--- src/rtl/emi_pkg.sv ---
package emi_pkg;
    parameter int ADDR_W = 16;
    parameter int DATA_W = 8;
    parameter int STRB_W = 3;
    localparam int HI_W  = ADDR_W - DATA_W;

    typedef enum logic [1:0] {
        MAP_ONCHIP  = 2'b00,
        MAP_SPLIT   = 2'b01,
        MAP_BANKED  = 2'b10,
        MAP_OFFCHIP = 2'b11
    } map_e;

    typedef enum logic [2:0] {
        PH_IDLE,
        PH_ALE_HI,
        PH_ALE_LO,
        PH_SETUP,
        PH_STROBE,
        PH_HOLD
    } phase_e;

    typedef struct packed {
        logic [ADDR_W-1:0] addr;
        logic [DATA_W-1:0] wdata;
        logic              we;
        logic              mux;
        map_e              map;
        logic [STRB_W-1:0] width;
        logic [HI_W-1:0]   bank;
    } txn_t;

    typedef struct packed {
        logic              ale;
        logic              rd_n;
        logic              wr_n;
        logic [HI_W-1:0]   ahi;
        logic [DATA_W-1:0] alo;
        logic [DATA_W-1:0] dat;
        logic              dat_oe;
    } pins_t;

    function automatic logic is_offchip(map_e m, logic [ADDR_W-1:0] a,
                                        logic [ADDR_W-1:0] base);
        logic r;
        case (m)
            MAP_ONCHIP:  r = 1'b0;
            MAP_OFFCHIP: r = 1'b1;
            default:     r = (a >= base);
        endcase
        return r;
    endfunction
endpackage

--- src/rtl/emi_decode.sv ---
module emi_decode
    import emi_pkg::*;
#(
    parameter logic [ADDR_W-1:0] SPLIT_BASE = 16'h1000
) (
    input  map_e              map,
    input  logic [ADDR_W-1:0] addr,
    output logic              offchip
);
    always_comb offchip = is_offchip(map, addr, SPLIT_BASE);
endmodule

--- src/rtl/emi_seq.sv ---
module emi_seq
    import emi_pkg::*;
(
    input  logic              clk,
    input  logic              rst,
    input  logic              req_valid,
    input  logic [ADDR_W-1:0] req_addr,
    input  logic [DATA_W-1:0] req_wdata,
    input  logic              req_we,
    input  logic              cfg_mux,
    input  map_e              cfg_map,
    input  logic [STRB_W-1:0] cfg_width,
    input  logic [HI_W-1:0]   cfg_bank,
    input  logic              offchip,
    input  logic [DATA_W-1:0] pad_dat_i,
    output logic              req_ready,
    output phase_e            phase,
    output txn_t              txn,
    output logic              rsp_done,
    output logic [DATA_W-1:0] rsp_rdata,
    output logic              int_sel
);
    logic [STRB_W-1:0] cnt;
    logic              accept;

    always_comb begin
        req_ready = (phase == PH_IDLE);
        accept    = req_valid && req_ready;
    end

    always_ff @(posedge clk) begin
        if (rst) begin
            phase     <= PH_IDLE;
            txn       <= '0;
            cnt       <= '0;
            rsp_done  <= 1'b0;
            rsp_rdata <= '0;
            int_sel   <= 1'b0;
        end else begin
            rsp_done <= 1'b0;
            int_sel  <= 1'b0;
            case (phase)
                PH_IDLE: begin
                    if (accept) begin
                        if (offchip) begin
                            txn.addr  <= req_addr;
                            txn.wdata <= req_wdata;
                            txn.we    <= req_we;
                            txn.mux   <= cfg_mux;
                            txn.map   <= cfg_map;
                            txn.width <= cfg_width;
                            txn.bank  <= cfg_bank;
                            phase     <= cfg_mux ? PH_ALE_HI : PH_SETUP;
                        end else begin
                            int_sel <= 1'b1;
                        end
                    end
                end
                PH_ALE_HI: phase <= PH_ALE_LO;
                PH_ALE_LO: begin
                    phase <= PH_STROBE;
                    cnt   <= '0;
                end
                PH_SETUP: begin
                    phase <= PH_STROBE;
                    cnt   <= '0;
                end
                PH_STROBE: begin
                    if (cnt == txn.width) begin
                        phase <= PH_HOLD;
                        if (!txn.we) rsp_rdata <= pad_dat_i;
                    end else begin
                        cnt <= cnt + 1'b1;
                    end
                end
                PH_HOLD: begin
                    phase    <= PH_IDLE;
                    rsp_done <= 1'b1;
                end
                default: phase <= PH_IDLE;
            endcase
        end
    end
endmodule

--- src/rtl/emi_padmux.sv ---
module emi_padmux
    import emi_pkg::*;
(
    input  phase_e phase,
    input  txn_t   txn,
    input  pins_t  lat,
    output pins_t  pad
);
    logic own;
    logic addr_ph;

    always_comb begin
        own     = (phase != PH_IDLE);
        addr_ph = (phase == PH_ALE_HI) || (phase == PH_ALE_LO);
        pad     = lat;
        if (own) begin
            pad.rd_n = !((phase == PH_STROBE) && !txn.we);
            pad.wr_n = !((phase == PH_STROBE) && txn.we);
            if (txn.mux) pad.ale = (phase == PH_ALE_HI);
            else         pad.alo = txn.addr[DATA_W-1:0];
            case (txn.map)
                MAP_OFFCHIP: pad.ahi = txn.addr[ADDR_W-1:DATA_W];
                MAP_BANKED:  pad.ahi = txn.bank;
                default:     pad.ahi = lat.ahi;
            endcase
            if (txn.mux && addr_ph) begin
                pad.dat    = txn.addr[DATA_W-1:0];
                pad.dat_oe = 1'b1;
            end else if (txn.we) begin
                pad.dat    = txn.wdata;
                pad.dat_oe = 1'b1;
            end else begin
                pad.dat_oe = 1'b0;
            end
        end
    end
endmodule

--- src/rtl/emi_ctrl.sv ---
module emi_ctrl
    import emi_pkg::*;
#(
    parameter logic [ADDR_W-1:0] SPLIT_BASE = 16'h1000
) (
    input  logic              clk,
    input  logic              rst,
    input  logic              cfg_mux,
    input  logic [1:0]        cfg_map,
    input  logic [STRB_W-1:0] cfg_width,
    input  logic [HI_W-1:0]   cfg_bank,
    input  logic              req_valid,
    input  logic [ADDR_W-1:0] req_addr,
    input  logic [DATA_W-1:0] req_wdata,
    input  logic              req_we,
    output logic              req_ready,
    output logic              rsp_done,
    output logic [DATA_W-1:0] rsp_rdata,
    output logic              int_sel,
    input  logic              lat_ale,
    input  logic              lat_rd_n,
    input  logic              lat_wr_n,
    input  logic [HI_W-1:0]   lat_ahi,
    input  logic [DATA_W-1:0] lat_alo,
    input  logic [DATA_W-1:0] lat_dat,
    input  logic              lat_dat_oe,
    output logic              pad_ale_o,
    output logic              pad_rd_n_o,
    output logic              pad_wr_n_o,
    output logic [HI_W-1:0]   pad_ahi_o,
    output logic [DATA_W-1:0] pad_alo_o,
    output logic [DATA_W-1:0] pad_dat_o,
    output logic              pad_dat_oe,
    input  logic [DATA_W-1:0] pad_dat_i
);
    map_e   map_sel;
    logic   offchip;
    phase_e phase;
    txn_t   txn;
    pins_t  lat_pins;
    pins_t  pad_pins;
    logic   seq_busy;
    logic   cur_mux;

    always_comb begin
        map_sel  = map_e'(cfg_map);
        seq_busy = (phase != PH_IDLE);
        cur_mux  = txn.mux;
        lat_pins = '{ale: lat_ale, rd_n: lat_rd_n, wr_n: lat_wr_n, ahi: lat_ahi,
                     alo: lat_alo, dat: lat_dat, dat_oe: lat_dat_oe};
        pad_ale_o  = pad_pins.ale;
        pad_rd_n_o = pad_pins.rd_n;
        pad_wr_n_o = pad_pins.wr_n;
        pad_ahi_o  = pad_pins.ahi;
        pad_alo_o  = pad_pins.alo;
        pad_dat_o  = pad_pins.dat;
        pad_dat_oe = pad_pins.dat_oe;
    end

    emi_decode #(.SPLIT_BASE(SPLIT_BASE)) u_dec (
        .map     (map_sel),
        .addr    (req_addr),
        .offchip (offchip)
    );

    emi_seq u_seq (
        .clk       (clk),
        .rst       (rst),
        .req_valid (req_valid),
        .req_addr  (req_addr),
        .req_wdata (req_wdata),
        .req_we    (req_we),
        .cfg_mux   (cfg_mux),
        .cfg_map   (map_sel),
        .cfg_width (cfg_width),
        .cfg_bank  (cfg_bank),
        .offchip   (offchip),
        .pad_dat_i (pad_dat_i),
        .req_ready (req_ready),
        .phase     (phase),
        .txn       (txn),
        .rsp_done  (rsp_done),
        .rsp_rdata (rsp_rdata),
        .int_sel   (int_sel)
    );

    emi_padmux u_pad (
        .phase (phase),
        .txn   (txn),
        .lat   (lat_pins),
        .pad   (pad_pins)
    );
endmodule

--- config.mk ---
export PLATFORM = sky130hd
export DESIGN_NAME = emi_ctrl
export DESIGN_NICKNAME = d
export VERILOG_FILES = /design/src/rtl/emi_pkg.sv /design/src/rtl/emi_decode.sv /design/src/rtl/emi_seq.sv /design/src/rtl/emi_padmux.sv /design/src/rtl/emi_ctrl.sv
export SDC_FILE = /design/constraint.sdc
export NUM_CORES = 1
export LEC_CHECK = 0
export BUFFER_PORTS_ARGS = -buffer_cell sky130_fd_sc_hd__buf_2
export CORE_MARGIN = 2
export CORE_UTILIZATION = 47
export CTS_CLUSTER_DIAMETER = 80
export DETAILED_ROUTE_END_ITERATION = 8
export HOLD_SLACK_MARGIN = 0.15
export MAX_ROUTING_LAYER = met4
export PLACE_DENSITY = 0.88
export REMOVE_ABC_BUFFERS = 1
export SLEW_MARGIN = 25
export SYNTH_ARGS = -nofsm -noshare
export SYNTH_HDL_FRONTEND = slang
export SYNTH_SLANG_ARGS = --single-unit
--- constraint.sdc ---
create_clock -name clk -period 2.32 [get_ports clk]
set_input_delay 0.232 -clock clk [delete_from_list [all_inputs] [get_ports clk]]
set_output_delay 0.232 -clock clk [all_outputs]
set_load 0.02 [all_outputs]
### Yosys cells after proc, flatten, opt, wreduce, memory -nomap -nowiden

Index checks and enable logic that the tools add are counted.

| word-level totals | value |
|---|---|
| flip-flop bits (word level) | 55 |
| bits of input ports | 78 |
| output and inout bits | 39 |
| logic and storage cells | 65 |

| cells by class | value |
|---|---|
| order comparisons | 1 |
| mux-type cells | 17 |
| equality and inequality tests | 13 |
| add/sub/neg operators | 1 |
| bitwise logic cells | 3 |
| reductions and logical operators | 18 |

Operator list:

| kind | count |
|---|---|
| $mux W28 | 1 |
| $ge A16 B13 Y1 const B | 1 |
| $mux W8 | 2 |
| $pmux W8 S2 | 1 |
| $mux W3 | 4 |
| $pmux W3 S4 | 1 |
| $mux W9 | 1 |
| $reduce_and A3 Y1 | 3 |
| $eq A2 B2 Y1 const B | 3 |
| $eq A3 B2 Y1 const B | 2 |
| $eq A3 B3 Y1 const B | 2 |
| $pmux W3 S2 | 1 |
| $logic_and A1 B1 Y1 | 4 |
| $mux W1 | 4 |
| $ne A2 B1 Y1 const B | 2 |
| $ne A2 B2 Y1 const B | 2 |
| $add A3 B1 Y3 const B | 1 |
| $eq A3 B1 Y1 const B | 1 |
| $eq A3 B3 Y1 | 1 |
| $logic_not A1 Y1 | 3 |
| $logic_not A3 Y1 | 1 |
| $not A1 Y1 | 3 |
| $reduce_bool A3 Y1 | 1 |
| $reduce_or A3 Y1 | 1 |
| other kinds (7) | 7 |

### Longest topological paths before layout

Gate-level depths: netlist (run 1).

| depth | value |
|---|---|
| depth after elaboration | 5 |
| mapped depth | 7 |
| mapped depth without buffers | 5 |

### Cells and area by module

From an unflattened synthesis (run 1), not the netlist that was laid out.

| unflattened totals | value |
|---|---|
| cells, all modules | 312 |
| area, all modules | 2620.0 um2 |

Modules (own cells, without submodules):

| module | instances | sequential area each (um2) | cells each | area an instance (um2) |
|---|---|---|---|---|
| emi_seq | 1 | 1101.1 | 236 | 2052.0 |
| emi_padmux | 1 | 0.0 | 72 | 540.5 |
| emi_decode | 1 | 0.0 | 4 | 27.5 |

### Least setup slack after synthesis (run 1)

OpenSTA, ideal clock, no wires.

| timing path | value |
|---|---|
| kind | register to output |
| start point | reg u_seq.phase[2] |
| end point | out pad_ahi_o[0] |
| slack | 0.371 ns |
| stages on the path, launching flop included | 7 |
| data arrival time | 1.717 ns |
| path buffers | 2 |
| cells stage by stage | dfxtp_1 -> buf_2 -> nor3_2 -> nand2b_1 -> buf_2 -> nand2_1 -> o21ai_0 |

| between the ends | value |
|---|---|
| longest elaborated chain between the ends | 2 |

RTL lines:

| item | RTL line | text |
|---|---|---|
| start, declared | emi_seq.sv:17 | `output phase_e phase,` |
| start signal, assigned | emi_seq.sv:53 | `phase <= cfg_mux ? PH_ALE_HI : PH_SETUP;` |
| $reduce_bool A3 Y1 | emi_padmux.sv:13 | `own = (phase != PH_IDLE);` |
| $mux W28 | emi_padmux.sv:16 | `if (own) begin` |
| end, declared | emi_ctrl.sv:30 | `output logic [HI_W-1:0] pad_ahi_o,` |

Every way passes these cells.

### Final worst setup path (run 1)

| timing path | value |
|---|---|
| start point | reg u_seq.phase[1] |
| end point | out pad_dat_o[5] |

| between the ends | value |
|---|---|
| longest elaborated chain between the ends | 5 |

RTL lines:

| item | RTL line | text |
|---|---|---|
| $eq A3 B1 Y1 / $eq A3 B2 Y1 (equally long branches) | emi_padmux.sv:14 | `addr_ph = (phase == PH_ALE_HI) \|\| (phase == PH_ALE_LO);` |
| $logic_or A1 B1 Y1 | emi_padmux.sv:14 |  |
| $logic_and A1 B1 Y1 | emi_padmux.sv:26 | `if (txn.mux && addr_ph) begin` |
| $mux W9 | emi_padmux.sv:26 |  |
| $mux W28 (*) | emi_padmux.sv:16 |  |
| end, declared | emi_ctrl.sv:32 | `output logic [DATA_W-1:0] pad_dat_o,` |

Mark *: on every way between the ends. The rest lies on a longest branch, timed or not.

==> results.json, run 1 <==
{
  "outcome": "completed",
  "wl_mm": 6.432,
  "critPathKind": "flop to output pin",
  "area_growth_pct": 31.25,
  "ys_ff_latch": 55,
  "vdd_drop_max_mv": 0.6106,
  "hold_start": "cfg_bank[5]",
  "wire_per_inst_um": 12.86,
  "drv_slew": 0,
  "fill_cells": 509,
  "post-place-ws_ps": 247.4,
  "arrival_ps": 1920,
  "avgViaCountPerCell": 5.066,
  "clk_latency_ps": 300,
  "leakage_nw": 1.555,
  "utilization_pct": 62.71,
  "r2r_start": "u_seq.phase[2]$_SDFFE_PP0P_",
  "critical_path.startpoint": "u_seq.phase[1]$_SDFFE_PP0P_",
  "clkSinkCount": 55,
  "crit_required_ps": 2090,
  "routabilityCongestion": 0.7604,
  "start_util_pct": 47.78,
  "end_kind": "output pin",
  "final_cell_mix": "116 x buf_2, 91 x nand2_1, 52 x dfxtp_1",
  "nets": 507,
  "max_stage_delay_ps": 490,
  "max_freq_mhz": 465.8,
  "synthCells": 312,
  "syn_avg_cell_area_um2": 8.329,
  "die_w_um": 78.36,
  "drv_cap": 0,
  "drive_gt1_share_pct": 38.79,
  "clock_power_share_pct": 20.9,
  "yosysTopAreaCell": "dfxtp_1",
  "synth_top_cell_area_share_pct": 42.37,
  "min_period_ps": 2147,
  "synthFlopType": "dfxtp_1",
  "drtIter0Drc": 66,
  "dieArea_um2": 6140,
  "setup_slack_ps": 173.0,
  "gr-total-overflow": 0,
  "crit_fanout": 12,
  "hpwl_mm": 4.702,
  "ys_warn_count": 0,
  "p_switching_mw": 0.9585,
  "synthTopCellsByArea": "dfxtp_1 42%, nand2_1 13%, mux2_2 10%",
  "pin_count": 117,
  "cp-start-kind": "flop",
  "busiest_layer": "met2",
  "period_share_pct": 92.54,
  "num_vias": 2533,
  "fin_hold_ws_ps": 160.2,
  "use_met1_pct": 25.87,
  "cts_tree": "done",
  "placed_area_um2": 3242,
  "numCtsBuffers": 5,
  "htreeDepth": 2,
  "cp_slowest_cell": "dfxtp_2",
  "tightest_slew_ps": 628.6,
  "num_rows": 27,
  "cts.repair_timing.setup_buffer_count": 0,
  "global_route.usage.met2_pct": 38.62,
  "setup_viol": 0,
  "switching_share_pct": 35.88,
  "dp.cells": 487,
  "p_seq_share_pct": 43.1,
  "clockBufferDepth": 2,
  "internal_power_mw": 1.713,
  "rsz0062_at_grt": "no",
  "grt_pass1_vias": 2339,
  "grt.total_usage_pct": 21.96,
  "p_per_area_nw_per_um2": 783.2,
  "grt_util_met3_pct": 4.023,
  "root_buffer": "clkbuf_8",
  "slew_headroom_pct": 57.75,
  "syn-cell-area_um2": 2599,
  "dr.pass1.iters": 4,
  "layout_commonest_cell": "buf_2",
  "p_comb_share_pct": 36.0,
  "fp.dieH_um": 78.36,
  "cpMostUsedCell": "mux2_2",
  "synth_edf_count": 0,
  "diodes": 0,
  "fin_cells": 500,
  "grt_start_max_net_pins": 37,
  "fin_skew_ps": 4.942,
  "ant_nets": 0,
  "ys_seq_area_share_pct": 42.37,
  "antenna_found_initial": 0,
  "crit_chain": "xor2_1 > nand2_2 > mux2_2 > mux2_2 > buf_2",
  "hold_class": "primary input to flop",
  "fp.coreArea_um2": 5439,
  "final_area_um2": 3411,
  "remaining_drc_errors": 0,
  "clk_pin_slew_ps": 100,
  "async_flop_share_pct": 0,
  "grt_pass1_wl_mm": 10.55,
  "hold_viol": 0,
  "io_buffer_count": 116,
  "ys_types": 39
}
## metal layers
layer | vias to the layer above | share of wire [%]
met4 | 0 | 0.82
li1 | 1281 | -
met1 | 1153 | 43
met5 | - | 0
met3 | 4 | 5.8
met2 | 95 | 50
## cells by family (layout without fill, tap and decap cells)
group | after synthesis | count (layout) | synth area share, %
buffers and inverters | 20 | 136 | 3.707
AO/OA/AOI/OAI | 63 | 63 | 13.10
AND/OR/NAND/NOR | 127 | 127 | 21.62
XOR/XNOR | 5 | 5 | 1.685
flip-flops | 55 | 55 | 42.37
adder cells (fa/ha/maj) | 2 | 2 | 0.9628
multiplexers | 40 | 40 | 16.56
## power groups by stage
stage	Combinational [mW]	Sequential (mW)	Clock, mW
after floorplan	0.598	1.15	0
after global placement	0.924	1.15	0
after detailed placement	0.942	1.16	0
after CTS	0.954	1.14	0.578
after global routing	1.05	1.17	0.621
final	0.960	1.15	0.558
## flip-flops by register name, summed over array words and instances (netlist names)
register	flops
u_seq.txn	39
u_seq.rsp_rdata	8
u_seq.cnt	3
u_seq.phase	3
u_seq.int_sel	1
u_seq.rsp_done	1
## synth_stat cells, types with 3 or more instances
| cell type | instances |
|---|---|
| a21oi_1 | 46 |
| buf_2 | 8 |
| clkbuf_1 | 8 |
| dfxtp_1 | 55 |
| mux2_2 | 24 |
| mux2i_1 | 16 |
| nand2_1 | 92 |
| nand2b_1 | 3 |
| nor2_1 | 12 |
| nor3_1 | 4 |
| o21ai_0 | 9 |
| xnor2_1 | 3 |
## final cells by class
cell class                 count  area (µm²)  area share, %
timing repair buffer         127       688.2          20.18
clock inverter                 2       16.27         0.4769
clock buffer                   6       82.58          2.421
multi-input combinational    237        1425          41.78
inverter                       1       3.754         0.1101
sequential                    55        1105          32.39
tap                           72       90.09          2.641
## path summary, 6_finish.rpt
| kind | endpoint | slack, ps | cells past startpoint |
|---|---|---|---|
| max | pad_dat_o[5] | 170 | 5 |
| min | u_seq.txn[5]$_SDFFE_PP0P_ | 160 | 3 |
| max reg2reg | u_seq.txn[20]$_SDFFE_PP0P_ | 430 | 5 |
| min reg2reg | u_seq.txn[1]$_SDFFE_PP0P_ | 460 | 2 |
## metrics by stage
step	TNS, ps	power [mW]
6_report	0	2.671
3_5_place_dp	0	2.105
2_1_floorplan	-7558	1.753
3_3_place_gp	0	2.077
5_1_grt	0	2.841
4_1_cts	0	2.676
## repair_timing
action                                  4_1_cts  5_1_grt
resized for setup                             3        4
endpoints found under the setup margin       16       15
endpoints found under the hold margin         4        1
hold buffers                                  4        1
## critical path, delay by kind of cell, from the launching register on
kind | cells | cell delay (ps)
XOR/XNOR | 1 | 200
flip-flops | 1 | 490
buffers and inverters | 1 | 160
AND/OR/NAND/NOR | 1 | 180
multiplexers | 2 | 570
(Power assumes the default switching activity.)
==> run 2: changes to the inputs <==
--- a/config.mk
+++ b/config.mk
@@ -13,6 +13,7 @@
 export HOLD_SLACK_MARGIN = 0.15
 export MAX_ROUTING_LAYER = met4
 export PLACE_DENSITY = 0.88
+export RECOVER_POWER = 50
 export REMOVE_ABC_BUFFERS = 1
 export SLEW_MARGIN = 25
 export SYNTH_ARGS = -nofsm -noshare
==> run 2 against run 1 <==
  * Non-clock buffer count stayed put
  * Clock skew is 1.1 ps lower
  * Clock-buffer cell count stayed put
  * Maximum frequency is 0.71% higher
  * Flip-flop and latch count stayed put
  * Combinational power is 2.8% lower
  * Core utilization is 0.81 points lower
  * Sequential power hardly changed
  * Die area stayed put
  * Via count hardly changed
  * Largest power group unchanged
  * Register-to-register slack worse by 130 ps
  * Final cell count stayed put
==> results.json, run 2 (synthesis results as in run 1) <==
{
  "hold_viol": 0,
  "clk_pin_slew_ps": 100,
  "wl_mm": 6.437,
  "ant_nets": 0,
  "arrival_ps": 1900,
  "slew_headroom_pct": 61.48,
  "setup_viol": 0,
  "final_area_um2": 3367,
  "routabilityCongestion": 0.7604,
  "drive_gt1_share_pct": 34.81,
  "vdd_drop_max_mv": 0.6115,
  "end_kind": "output pin",
  "grt.total_usage_pct": 21.96,
  "grt_start_max_net_pins": 37,
  "fin_skew_ps": 3.892,
  "switching_share_pct": 36.06,
  "diodes": 0,
  "rsz0062_at_grt": "no",
  "hold_class": "primary input to flop",
  "cp-start-kind": "flop",
  "drv_cap": 0,
  "placed_area_um2": 3242,
  "tightest_slew_ps": 577.8,
  "clk_latency_ps": 300,
  "nets": 507,
  "clockBufferDepth": 2,
  "drtIter0Drc": 74,
  "dr.pass1.iters": 4,
  "final_cell_mix": "102 x buf_2, 91 x nand2_1, 52 x dfxtp_1",
  "utilization_pct": 61.90,
  "cts_tree": "done",
  "critical_path.startpoint": "u_seq.phase[1]$_SDFFE_PP0P_",
  "num_vias": 2534,
  "largest-register": "u_seq.txn",
  "p_comb_share_pct": 35.3,
  "leakage_nw": 1.494,
  "drv_slew": 0,
  "io_buffer_count": 116,
  "hpwl_mm": 4.702,
  "crit_required_ps": 2090,
  "largest_register_ffs": 39,
  "gr-total-overflow": 0,
  "r2r_start": "u_seq.phase[2]$_SDFFE_PP0P_",
  "internal_power_mw": 1.689,
  "r2r_cells": 5,
  "remaining_drc_errors": 0,
  "r2r_slack_ps": 300,
  "grt_pass1_vias": 2339,
  "crit_path_end": "pad_dat_o[5]",
  "period_share_pct": 91.89,
  "wire_per_inst_um": 12.87,
  "clkSinkCount": 55,
  "biggestRegsByFlops": "u_seq.txn x39, u_seq.rsp_rdata x8",
  "cts.repair_timing.setup_buffer_count": 0,
  "die_w_um": 78.36,
  "clock_power_share_pct": 21.1,
  "num_rows": 27,
  "min_period_ps": 2132,
  "p_seq_share_pct": 43.5,
  "layout_commonest_cell": "buf_2",
  "numCtsBuffers": 5,
  "root_buffer": "clkbuf_8",
  "fp.dieH_um": 78.36,
  "fp.coreArea_um2": 5439,
  "outcome": "completed",
  "antenna_found_initial": 0,
  "timing.rr.end": "u_seq.txn[7]$_SDFFE_PP0P_",
  "critPathKind": "flop to output pin",
  "crit_fanout": 12,
  "start_util_pct": 47.78,
  "pin_count": 117,
  "grt_pass1_wl_mm": 10.55,
  "area_growth_pct": 29.56,
  "p_total_mw": 2.641,
  "p_switching_mw": 0.9523,
  "p_per_area_nw_per_um2": 784.4,
  "htreeDepth": 2,
  "dieArea_um2": 6140,
  "max_freq_mhz": 469.1,
  "avgViaCountPerCell": 5.068
}
[run 2: cell types whose count changed in the layout (fill, tap and decap cells not counted), sizes merged]
cell,before,now
clkbuf,6,23
buf,122,105
[run 2: worst min path at each step]
stage	start	end	slack, ps	depth (start not counted)
floorplan	rst	u_seq.phase[2]$_SDFFE_PP0P_	300	1
global placement	u_seq.txn[31]$_SDFFE_PP0P_	u_seq.txn[31]$_SDFFE_PP0P_	440	2
detailed placement	u_seq.txn[1]$_SDFFE_PP0P_	u_seq.txn[1]$_SDFFE_PP0P_	450	2
CTS	pad_dat_i[1]	u_seq.rsp_rdata[1]$_SDFFE_PP0P_	150	3
global route	cfg_bank[4]	u_seq.txn[4]$_SDFFE_PP0P_	150	3
finish	cfg_bank[5]	u_seq.txn[5]$_SDFFE_PP0P_	160	3
[run 2: area by class of cell]
type	count	area [µm²]
Fill cell	520	2072
Timing Repair Buffer	127	661.9
Tap cell	72	90.09
Inverter	1	3.754
Clock buffer	6	82.58
Clock inverter	2	16.27
Multi-Input combinational cell	237	1408
Sequential cell	55	1105
[run 2: critical path: stages, from the launching register on]
cell and delay [ps]:
dfxtp_2 480, xor2_1 200, nand2_2 180, mux2_2 310
mux2_2 270, buf_2 160
[run 2: power groups by stage]
stage / sequential (mW) / clock [mW] / combinational (mW)
final: 1.15 / 0.558 / 0.933
after global routing: 1.17 / 0.621 / 1.02
after CTS: 1.14 / 0.578 / 0.954
after detailed placement: 1.16 / 0 / 0.942
after global placement: 1.15 / 0 / 0.924
after floorplan: 1.15 / 0 / 0.598
[run 2: what timing repair did]
action                                  in CTS  in global routing
endpoints found under the setup margin      16                 15
hold buffers                                 4                  1
gates resized for setup                      3                  4
hold endpoints to repair                     4                  1
[run 2: routing by layer]
layer	GRT usage (%)	share of wire [%]
met4	5.965	0.82
met5	-	0
met3	4.023	5.7
met2	38.62	50
met1	25.87	44
[run 2: per-stage QoR]
step / std cells / hold WS, ps / setup WS (ps) / setup TNS [ps]
finish: 500 / 161.4 / 188.1 / 0
global route: 500 / 152.3 / 58.98 / 0
CTS: 499 / 150.7 / 42.61 / 0
detailed placement: 487 / 446.4 / 247.4 / 0
global placement: 487 / 441.8 / 344.8 / 0
floorplan: 293 / 301.1 / -193.8 / -7558
